===== config.mk =====
export PLATFORM = sky130hd
export DESIGN_NAME = sc_phase_gen
export DESIGN_NICKNAME = d
export VERILOG_FILES = /design/src/rtl/sc_pkg.sv /design/src/rtl/sc_freq_regs.sv /design/src/rtl/sc_genlock_ctl.sv /design/src/rtl/sc_phase_acc.sv /design/src/rtl/sc_phase_gen.sv
export SDC_FILE = /design/constraint.sdc
export NUM_CORES = 1
export LEC_CHECK = 0
export ABC_CLOCK_PERIOD_IN_PS = 5800
export BUFFER_PORTS_ARGS = -buffer_cell sky130_fd_sc_hd__buf_2
export CAP_MARGIN = 0
export CORE_ASPECT_RATIO = 1.75
export CORE_MARGIN = 4
export CORE_UTILIZATION = 35
export DETAILED_ROUTE_END_ITERATION = 7
export GPL_ROUTABILITY_DRIVEN = 1
export SLEW_MARGIN = 20
export SYNTH_ARGS = -nofsm -noshare
export SYNTH_HDL_FRONTEND = slang
export SYNTH_SLANG_ARGS = --single-unit

===== constraint.sdc =====
create_clock -name clk -period 5.8 [get_ports clk]
set_input_delay 0.58 -clock clk [delete_from_list [all_inputs] [get_ports clk]]
set_output_delay 0.58 -clock clk [all_outputs]
set_load 0.005 [all_outputs]

===== src/rtl/sc_pkg.sv =====
package sc_pkg;
    typedef enum logic [1:0] {
        GL_OFF   = 2'd0,
        GL_ARMED = 2'd1,
        GL_CLEAR = 2'd2
    } gl_state_t;
endpackage


===== src/rtl/sc_freq_regs.sv =====
module sc_freq_regs #(
    parameter int ACC_W = 32,
    parameter int OFS_W = 8,
    parameter int ADDR_W = 3,
    parameter logic [ACC_W-1:0] FREQ_RST = 32'h21F07C1F
) (
    input  logic              clk,
    input  logic              rst_n,
    input  logic              wr_en,
    input  logic [ADDR_W-1:0] wr_addr,
    input  logic [7:0]        wr_data,
    output logic [ACC_W-1:0]  freq_word,
    output logic [OFS_W-1:0]  ofs,
    output logic              pin_in_en,
    output logic              role_sel
);
    localparam int NBYTES    = ACC_W / 8;
    localparam int STG_W     = ACC_W - 8;
    localparam int ADDR_MSB  = NBYTES - 1;
    localparam int ADDR_OFS  = NBYTES;
    localparam int ADDR_MODE = NBYTES + 1;

    logic [STG_W-1:0] stage_q;
    logic [ACC_W-1:0] freq_q;
    logic [OFS_W-1:0] ofs_q;
    logic [1:0]       mode_q;

    always_ff @(posedge clk or negedge rst_n) begin
        if (!rst_n) begin
            stage_q <= FREQ_RST[STG_W-1:0];
        end else if (wr_en) begin
            for (int i = 0; i < NBYTES - 1; i++) begin
                if (wr_addr == ADDR_W'(i)) begin
                    stage_q[i*8 +: 8] <= wr_data;
                end
            end
        end
    end

    always_ff @(posedge clk or negedge rst_n) begin
        if (!rst_n) begin
            freq_q <= FREQ_RST;
        end else if (wr_en && wr_addr == ADDR_W'(ADDR_MSB)) begin
            freq_q <= {wr_data, stage_q};
        end
    end

    always_ff @(posedge clk or negedge rst_n) begin
        if (!rst_n) begin
            ofs_q  <= '0;
            mode_q <= '0;
        end else if (wr_en) begin
            if (wr_addr == ADDR_W'(ADDR_OFS)) begin
                ofs_q <= wr_data[OFS_W-1:0];
            end
            if (wr_addr == ADDR_W'(ADDR_MODE)) begin
                mode_q <= wr_data[1:0];
            end
        end
    end

    assign freq_word = freq_q;
    assign ofs       = ofs_q;
    assign pin_in_en = mode_q[0];
    assign role_sel  = mode_q[1];
endmodule


===== src/rtl/sc_genlock_ctl.sv =====
module sc_genlock_ctl #(
    parameter int SYNC_N = 2
) (
    input  logic                clk,
    input  logic                rst_n,
    input  logic                sc_pin,
    input  logic                pin_in_en,
    input  logic                role_sel,
    output logic                clr,
    output sc_pkg::gl_state_t   state
);
    import sc_pkg::*;

    logic [SYNC_N:0] sh_q;
    logic            rise;
    logic            rst_mode;
    gl_state_t       state_q, state_d;

    always_ff @(posedge clk or negedge rst_n) begin
        if (!rst_n) begin
            sh_q <= '0;
        end else begin
            sh_q <= {sh_q[SYNC_N-1:0], sc_pin};
        end
    end

    assign rise     = sh_q[SYNC_N-1] & ~sh_q[SYNC_N];
    assign rst_mode = pin_in_en & ~role_sel;

    always_ff @(posedge clk or negedge rst_n) begin
        if (!rst_n) begin
            state_q <= GL_OFF;
        end else begin
            state_q <= state_d;
        end
    end

    always_comb begin
        state_d = state_q;
        unique case (state_q)
            GL_OFF: begin
                if (rst_mode) state_d = GL_ARMED;
            end
            GL_ARMED: begin
                if (!rst_mode)  state_d = GL_OFF;
                else if (rise)  state_d = GL_CLEAR;
            end
            GL_CLEAR: begin
                state_d = rst_mode ? GL_ARMED : GL_OFF;
            end
            default: state_d = GL_OFF;
        endcase
    end

    always_comb begin
        clr = (state_q == GL_CLEAR);
    end

    assign state = state_q;
endmodule


===== src/rtl/sc_phase_acc.sv =====
module sc_phase_acc #(
    parameter int ACC_W = 32,
    parameter int PH_W  = 10,
    parameter int OFS_W = 8
) (
    input  logic             clk,
    input  logic             rst_n,
    input  logic             clr,
    input  logic [ACC_W-1:0] freq_word,
    input  logic [OFS_W-1:0] ofs,
    output logic [ACC_W-1:0] acc,
    output logic [PH_W-1:0]  phase
);
    localparam int SH = PH_W - OFS_W;

    logic [ACC_W-1:0] acc_q;
    logic [PH_W-1:0]  ofs_ext;

    always_ff @(posedge clk or negedge rst_n) begin
        if (!rst_n) begin
            acc_q <= '0;
        end else if (clr) begin
            acc_q <= '0;
        end else begin
            acc_q <= acc_q + freq_word;
        end
    end

    assign ofs_ext = PH_W'(ofs) << SH;
    assign phase   = acc_q[ACC_W-1 -: PH_W] + ofs_ext;
    assign acc     = acc_q;
endmodule


===== src/rtl/sc_phase_gen.sv =====
module sc_phase_gen #(
    parameter int ACC_W = 32,
    parameter int PH_W  = 10,
    parameter int OFS_W = 8,
    parameter int ADDR_W = 3,
    parameter int SYNC_N = 2,
    parameter logic [ACC_W-1:0] FREQ_RST = 32'h21F07C1F
) (
    input  logic              clk,
    input  logic              rst_n,
    input  logic              wr_en,
    input  logic [ADDR_W-1:0] wr_addr,
    input  logic [7:0]        wr_data,
    input  logic              sc_pin,
    output logic [PH_W-1:0]   phase_out
);
    logic [ACC_W-1:0]  freq_q;
    logic [OFS_W-1:0]  ofs_q;
    logic              pin_in_en;
    logic              role_sel;
    logic              gl_clr;
    sc_pkg::gl_state_t gl_state;
    logic [ACC_W-1:0]  acc_q;

    sc_freq_regs #(
        .ACC_W(ACC_W), .OFS_W(OFS_W), .ADDR_W(ADDR_W), .FREQ_RST(FREQ_RST)
    ) u_regs (
        .clk(clk), .rst_n(rst_n), .wr_en(wr_en), .wr_addr(wr_addr),
        .wr_data(wr_data), .freq_word(freq_q), .ofs(ofs_q),
        .pin_in_en(pin_in_en), .role_sel(role_sel)
    );

    sc_genlock_ctl #(.SYNC_N(SYNC_N)) u_gl (
        .clk(clk), .rst_n(rst_n), .sc_pin(sc_pin), .pin_in_en(pin_in_en),
        .role_sel(role_sel), .clr(gl_clr), .state(gl_state)
    );

    sc_phase_acc #(.ACC_W(ACC_W), .PH_W(PH_W), .OFS_W(OFS_W)) u_acc (
        .clk(clk), .rst_n(rst_n), .clr(gl_clr), .freq_word(freq_q),
        .ofs(ofs_q), .acc(acc_q), .phase(phase_out)
    );
endmodule


==> results of run 1 <==
## registers in the layout (all words and copies together) (netlist names)
signal            count
u_acc.acc            32
u_regs.freq_word     32
u_regs.stage_q       24
u_regs.ofs            8
u_gl.sh_q             3
u_gl.state            2
u_regs.mode_q         2
## cell type report
class,count,area [sq um]
Timing Repair Buffer,27,145
Clock buffer,10,229
Inverter,14,52.6
Multi-Input combinational cell,376,2940
Tap cell,189,236
Clock inverter,6,52.6
Sequential cell,103,2620
Fill cell,1546,9680
## path summary, 6_finish.rpt
check | slack (ps) | end | cells past startpoint
worst max-delay path | 2900 | u_acc.acc[28] | 10
worst min-delay path | 140 | u_acc.acc[21] | 1
worst max register to register | 2900 | u_acc.acc[28] | 10
worst min register to register | 370 | u_gl.sh_q[1] | 0
max in group asynchronous | 4370 | u_regs.freq_word[19] | 2
min in group clk | 340 | u_gl.sh_q[0] | 1
## kinds of logic (layout without fill, tap and decap cells)
| group | after synthesis | after routing | share of synthesized area [%] |
|---|---|---|---|
| simple gates | 123 | 123 | 11.0 |
| flops | 103 | 103 | 45.9 |
| buf+inv | 35 | 57 | 2.50 |
| fa+ha+maj | 40 | 40 | 9.05 |
| compound gates | 117 | 117 | 13.8 |
| xor+xnor | 29 | 29 | 4.46 |
| mux | 67 | 67 | 13.2 |
## metrics by stage
stage	instance area, sq um	power (W)	instances	util (%)
2_1_floorplan	5690	0.00274	514	-
3_3_place_gp	5990	0.00328	709	37.5
3_5_place_dp	5990	0.00332	709	37.6
4_1_cts	6270	0.00392	725	39.3
5_1_grt	6270	0.00421	725	39.3
6_report	6270	0.00389	725	39.3
## per-layer routing
metal | track usage (%) | wire length, um
met4 | 8.82 | 709
met3 | 1.86 | 347
met2 | 31.5 | 8030
met1 | 15.4 | 5030
met5 | 0 | 0
## synth_stat cells (3+ instances only)
library cell and number:
xor2_1 10, nor2b_1 8, or3_1 6, nor2_1 35
nor4_1 3, xnor2_1 19, nand3_1 9, clkbuf_1 14
buf_2 3, a31oi_1 7, dfrtp_1 73, nand2b_1 6
a21o_1 11, nor3_1 10, a21oi_1 32, nand4_1 6
and2_1 5, mux2_2 65, o21a_1 8, ha_1 38
dfstp_2 30, inv_1 14, nand2_1 25, a211oi_1 3
o21ai_0 26
## where the power goes
group | internal, W | leakage, nW | switching (W)
sequential | 0.00103 | 1.19 | 0.000172
combinational | 0.000905 | 1.38 | 0.00120
clock | 0.000299 | 0.132 | 0.000288
total | 0.00223 | 2.70 | 0.00166
## worst register-to-register path, stage by stage (launching register included)
cell       delay (ps)
dfstp_2           530
ha_1              200
inv_1              70
fa_1              390
nor2b_1           230
o2111ai_1         130
nand3_1           220
a41oi_1           270
o31ai_2           450
o211a_1           220
nor3_1             50
## placed cells by master, fill, tap and decap left out, types with 3 or more instances in the layout
master,netlist,layout
dfrtp_1,73,73
mux2_2,65,65
ha_1,38,38
nor2_1,35,35
a21oi_1,32,32
dfstp_2,30,30
o21ai_0,26,26
nand2_1,25,25
buf_2,3,23
xnor2_1,19,19
inv_1,14,14
a21o_1,11,11
xor2_1,10,10
nor3_1,10,9
nand3_1,9,9
clkbuf_16,0,9
o21a_1,8,8
nor2b_1,8,7
a31oi_1,7,7
or3_1,6,6
nand2b_1,6,6
nand4_1,6,6
and2_1,5,5
buf_4,2,4
a211oi_1,3,3
nor4_1,3,3
==> results.txt, run 1 <==
status: finished, final reports clean
Post-CTS Setup Bufs: 0
Initial Util: 35.7%
count of final setup violators: 0
drt wl/cell: 19.5 um
synthesized instance count: 514
Via Count: 4019
Least-Margin Pin Slew: 952 ps
P&R area growth vs syn: 10.2%
pre-CTS WS: 2960 ps
Syn Area/Cell: 11.1 sq um
Core ar.: 16000 sq um
post-synth top area share: 32.1%
Fin Setup TNS: 0 ps
#FFs+latches synth: 103
antenna violations before repair: 0
Root Buffer: clkbuf_16
CTS tree: built
top cells by area, synth: dfrtp_1 (32%), dfstp_2 (14%), mux2_2 (13%), ha_1 (8.3%), xnor2_1 (2.9%)
Worst path slowest cell: dfstp_2
fin crit period: 2900 ps
Primary FF master, synth: dfrtp_1
number of gates resized after CTS: 0
critical-path cell list: ha_1, inv_1, fa_1, nor2b_1, o2111ai_1, nand3_1, a41oi_1, o31ai_2, o211a_1, nor3_1
Critical Path RT: 6020 ps
ANT cells: 0
max_slew headroom: 36.6%
CTS Buf Count: 9
CP delay by family, top: compound AO/OA/AOI/OAI gates
fraction of the yosys area taken by sequential cells: 45.9%
max frequency: 0.345 GHz
Hold Fails Final Rpt: 0
max-slew violations: 0
Arrival @ worst endpoint: 3120 ps
largest net degree at the start of global routing: 75
Sink Count: 103
share of layout cells above drive strength 1: 28.0%
DRC Markers: 0
worst clock skew: 10.1 ps
Cell Rows: 61
# IOs: 25
Die W: 104 um
Pre-Repair DR Iteration Count: 6
Setup crit end kind: flop
hold crit path type: in -> async
I/O Buffers: 24
Yosys cell types: 59
HPWL after DPL: 10600 um
die footprint: 18500 sq um
Die Ht: 177 um
Cell Area, Synth: 5690 sq um
asr flop ratio synth: 100%
Peak VDD IR: 0.000283 V
max-cap violations: 0
slowest cell delay on critical path: 530 ps
Critical R2R Launch: u_regs.freq_word[0]
Starting DRT DRC Count: 189
Mapped Nets: 569
Post-synth EDFFs: 0
CTS max path bufs: 2
pwr dens: 620 nW/um^2
first-pass GRT wire length: 22500 um
CP max FO: 4
Critical Path Source: u_regs.freq_word[0]
startpoint types: flop
# H-tree levels: 3
hold_ws: 142 ps
GRT Resource Usage Total: 15.8%
setup ws final: 2900 ps
Ys Warns: 0
Overflow after GRT: 0
largest area contributor in the netlist: dfrtp_1
Final Wtd Congestion: 0.853
Setup CP Type: reg -> reg
sum of buffers and inverters on the critical path: 1
Period Utilization, post-route: 49.9%
final antenna-violating net count: 0
RSZ-0062 raised after global routing: no
Final #Nets: 586
overall routed net length: 14100 um
Post-CTS Hold Buffers: 0
P_leak: 2.70 nW
vias per cell: 5.54
clock slew at reported path FFs: 70 ps
Worst-Skew Late Latency: 350 ps
vias in the first global route: 4291
(Power assumes the default switching activity.)
==> run 2: changes to the inputs <==
Settings changed: ABC_CLOCK_PERIOD_IN_PS 5800 to 2300.
Clock period 5.8 ns to 2.3 ns, I/O delays scaled along.
==> run 2 against run 1 <==
  * The flow now finishes with violations (negative setup slack)
  * Maximum frequency is 16% higher
  * Core utilization is 6.4 points higher
  * Sequential cell count stayed put
  * Register-to-register slack worse by 3100 ps
  * Sequential power grew to 2.6 times the previous value
  * Critical path type unchanged
  * Largest cell class unchanged
==> results.txt, run 2 (same netlist as run 1, synthesis figures left out) <==
status: finished, violations left
violated checks: negative setup slack
P_leak: 3.13 nW
Worst-Skew Late Latency: 350 ps
max-cap violations: 0
Cell Rows: 61
Least-Margin Pin Slew: 620 ps
Arrival @ worst endpoint: 2740 ps
Fin Setup TNS: -872 ps
CP max FO: 4
P&R area growth vs syn: 28.1%
Via Count: 4361
antenna violations before repair: 0
Hold Fails Final Rpt: 0
final antenna-violating net count: 0
setup ws final: -205 ps
slowest cell delay on critical path: 560 ps
# IOs: 25
die footprint: 18500 sq um
GRT Resource Usage Total: 17.0%
fillers: 1450
internal power: 0.00723 W
Critical Path RT: 2540 ps
clock share of power: 13.2%
vias per cell: 5.46
Peak VDD IR: 0.000739 V
Flop pwr share: 25.2%
Final #Nets: 660
Core ar.: 16000 sq um
Initial Util: 35.7%
Pre-Repair DR Iteration Count: 4
share of layout cells above drive strength 1: 45.4%
CTS tree: built
switching part of the total: 41.3%
fin crit period: 2510 ps
ANT cells: 0
Root Buffer: clkbuf_16
placed cells: 766
max_slew headroom: 58.4%
overall routed net length: 15400 um
Psw: 0.00509 W
Overflow after GRT: 0
Die W: 104 um
Setup crit end kind: flop
pwr dens: 1690 nW/um^2
CP delay by family, top: compound AO/OA/AOI/OAI gates
Sink Count: 103
Final Wtd Congestion: 0.906
RSZ-0062 raised after global routing: yes
sum of buffers and inverters on the critical path: 0
I/O Buffers: 24
Starting DRT DRC Count: 191
worst clock skew: 12.5 ps
count of final setup violators: 12
Design Power: 0.0123 W
hold_ws: 200 ps
drt wl/cell: 19.3 um
# H-tree levels: 3
Comb pwr share: 61.7%
Period Utilization, post-route: 109%
CTS Buf Count: 9
startpoint types: flop
DRC Markers: 0
max frequency: 0.399 GHz
Worst path slowest cell: dfstp_2
critical-path cell list: ha_4, a21oi_2, o21a_2, a211oi_2, o31a_1, a211oi_4, o41ai_2, mux2_1
HPWL after DPL: 11800 um
vias in the first global route: 4647
first-pass GRT wire length: 24200 um
Final Non-Filler Cells: 799
Setup CP Type: reg -> reg
Die Ht: 177 um
highest-count cells in the layout ignoring fill and taps: buf_4 (72), dfrtp_1 (72), mux2_2 (65)
clock slew at reported path FFs: 80 ps
largest net degree at the start of global routing: 47
hold crit path type: in -> reg
max-slew violations: 0
CTS max path bufs: 2
==> run 2: per-stage QoR <==
stage / cell area [sq um] / util (%) / worst slack, ps
after floorplan: 5740 / - / -0.837
after global placement: 6470 / 40.6 / -284
after detailed placement: 6470 / 40.6 / -324
after CTS: 7090 / 44.5 / -158
after global routing: 7300 / 45.7 / -251
final: 7300 / 45.7 / -205
==> run 2: routing by layer <==
metal,share of wire (%),global-route usage [%]
met1,35,16.4
met2,58,33.9
met3,1.5,1.57
met5,0,0
met4,6.0,10.9
==> run 2: area by class of cell <==
cell class / instances / area, sq um / share of cell area [%]
Timing Repair Buffer: 101 / 729 / 10.0
Multi-Input combinational cell: 376 / 3340 / 45.8
Inverter: 14 / 52.6 / 0.720
Tap cell: 189 / 236 / 3.24
Clock buffer: 9 / 225 / 3.09
Sequential cell: 103 / 2620 / 35.9
Clock inverter: 7 / 96.3 / 1.32
==> run 2: power by group through the flow <==
stage               Clock, W  Combinational (W)  Sequential [W]
floorplan                  0            0.00418         0.00283
global route         0.00173            0.00830         0.00315
global placement           0            0.00621         0.00309
finish               0.00162            0.00761         0.00310
CTS                  0.00167            0.00697         0.00312
detailed placement         0            0.00633         0.00311
==> run 2: timing repair <==
action	in CTS	in global routing
buffers inserted	12	10
endpoints found under the setup margin	20	22
resized for setup	39	38
hold endpoints to repair	27	0
hold buffers	2	0
pin swaps	25	29
==> run 2: worst paths after layout <==
kind	startpoint	end	slack (ps)	depth (start not counted)
worst max register to register	u_regs.freq_word[4]	u_acc.acc[29]	-210	8
worst min-delay path	wr_data[7]	u_regs.stage_q[7]	200	2
max in group asynchronous	rst_n	u_regs.freq_word[4]	1180	3
worst min register to register	u_gl.sh_q[0]	u_gl.sh_q[1]	350	0
min in group asynchronous	rst_n	u_acc.acc[27]	380	2
worst max-delay path	u_regs.freq_word[4]	u_acc.acc[29]	-210	8
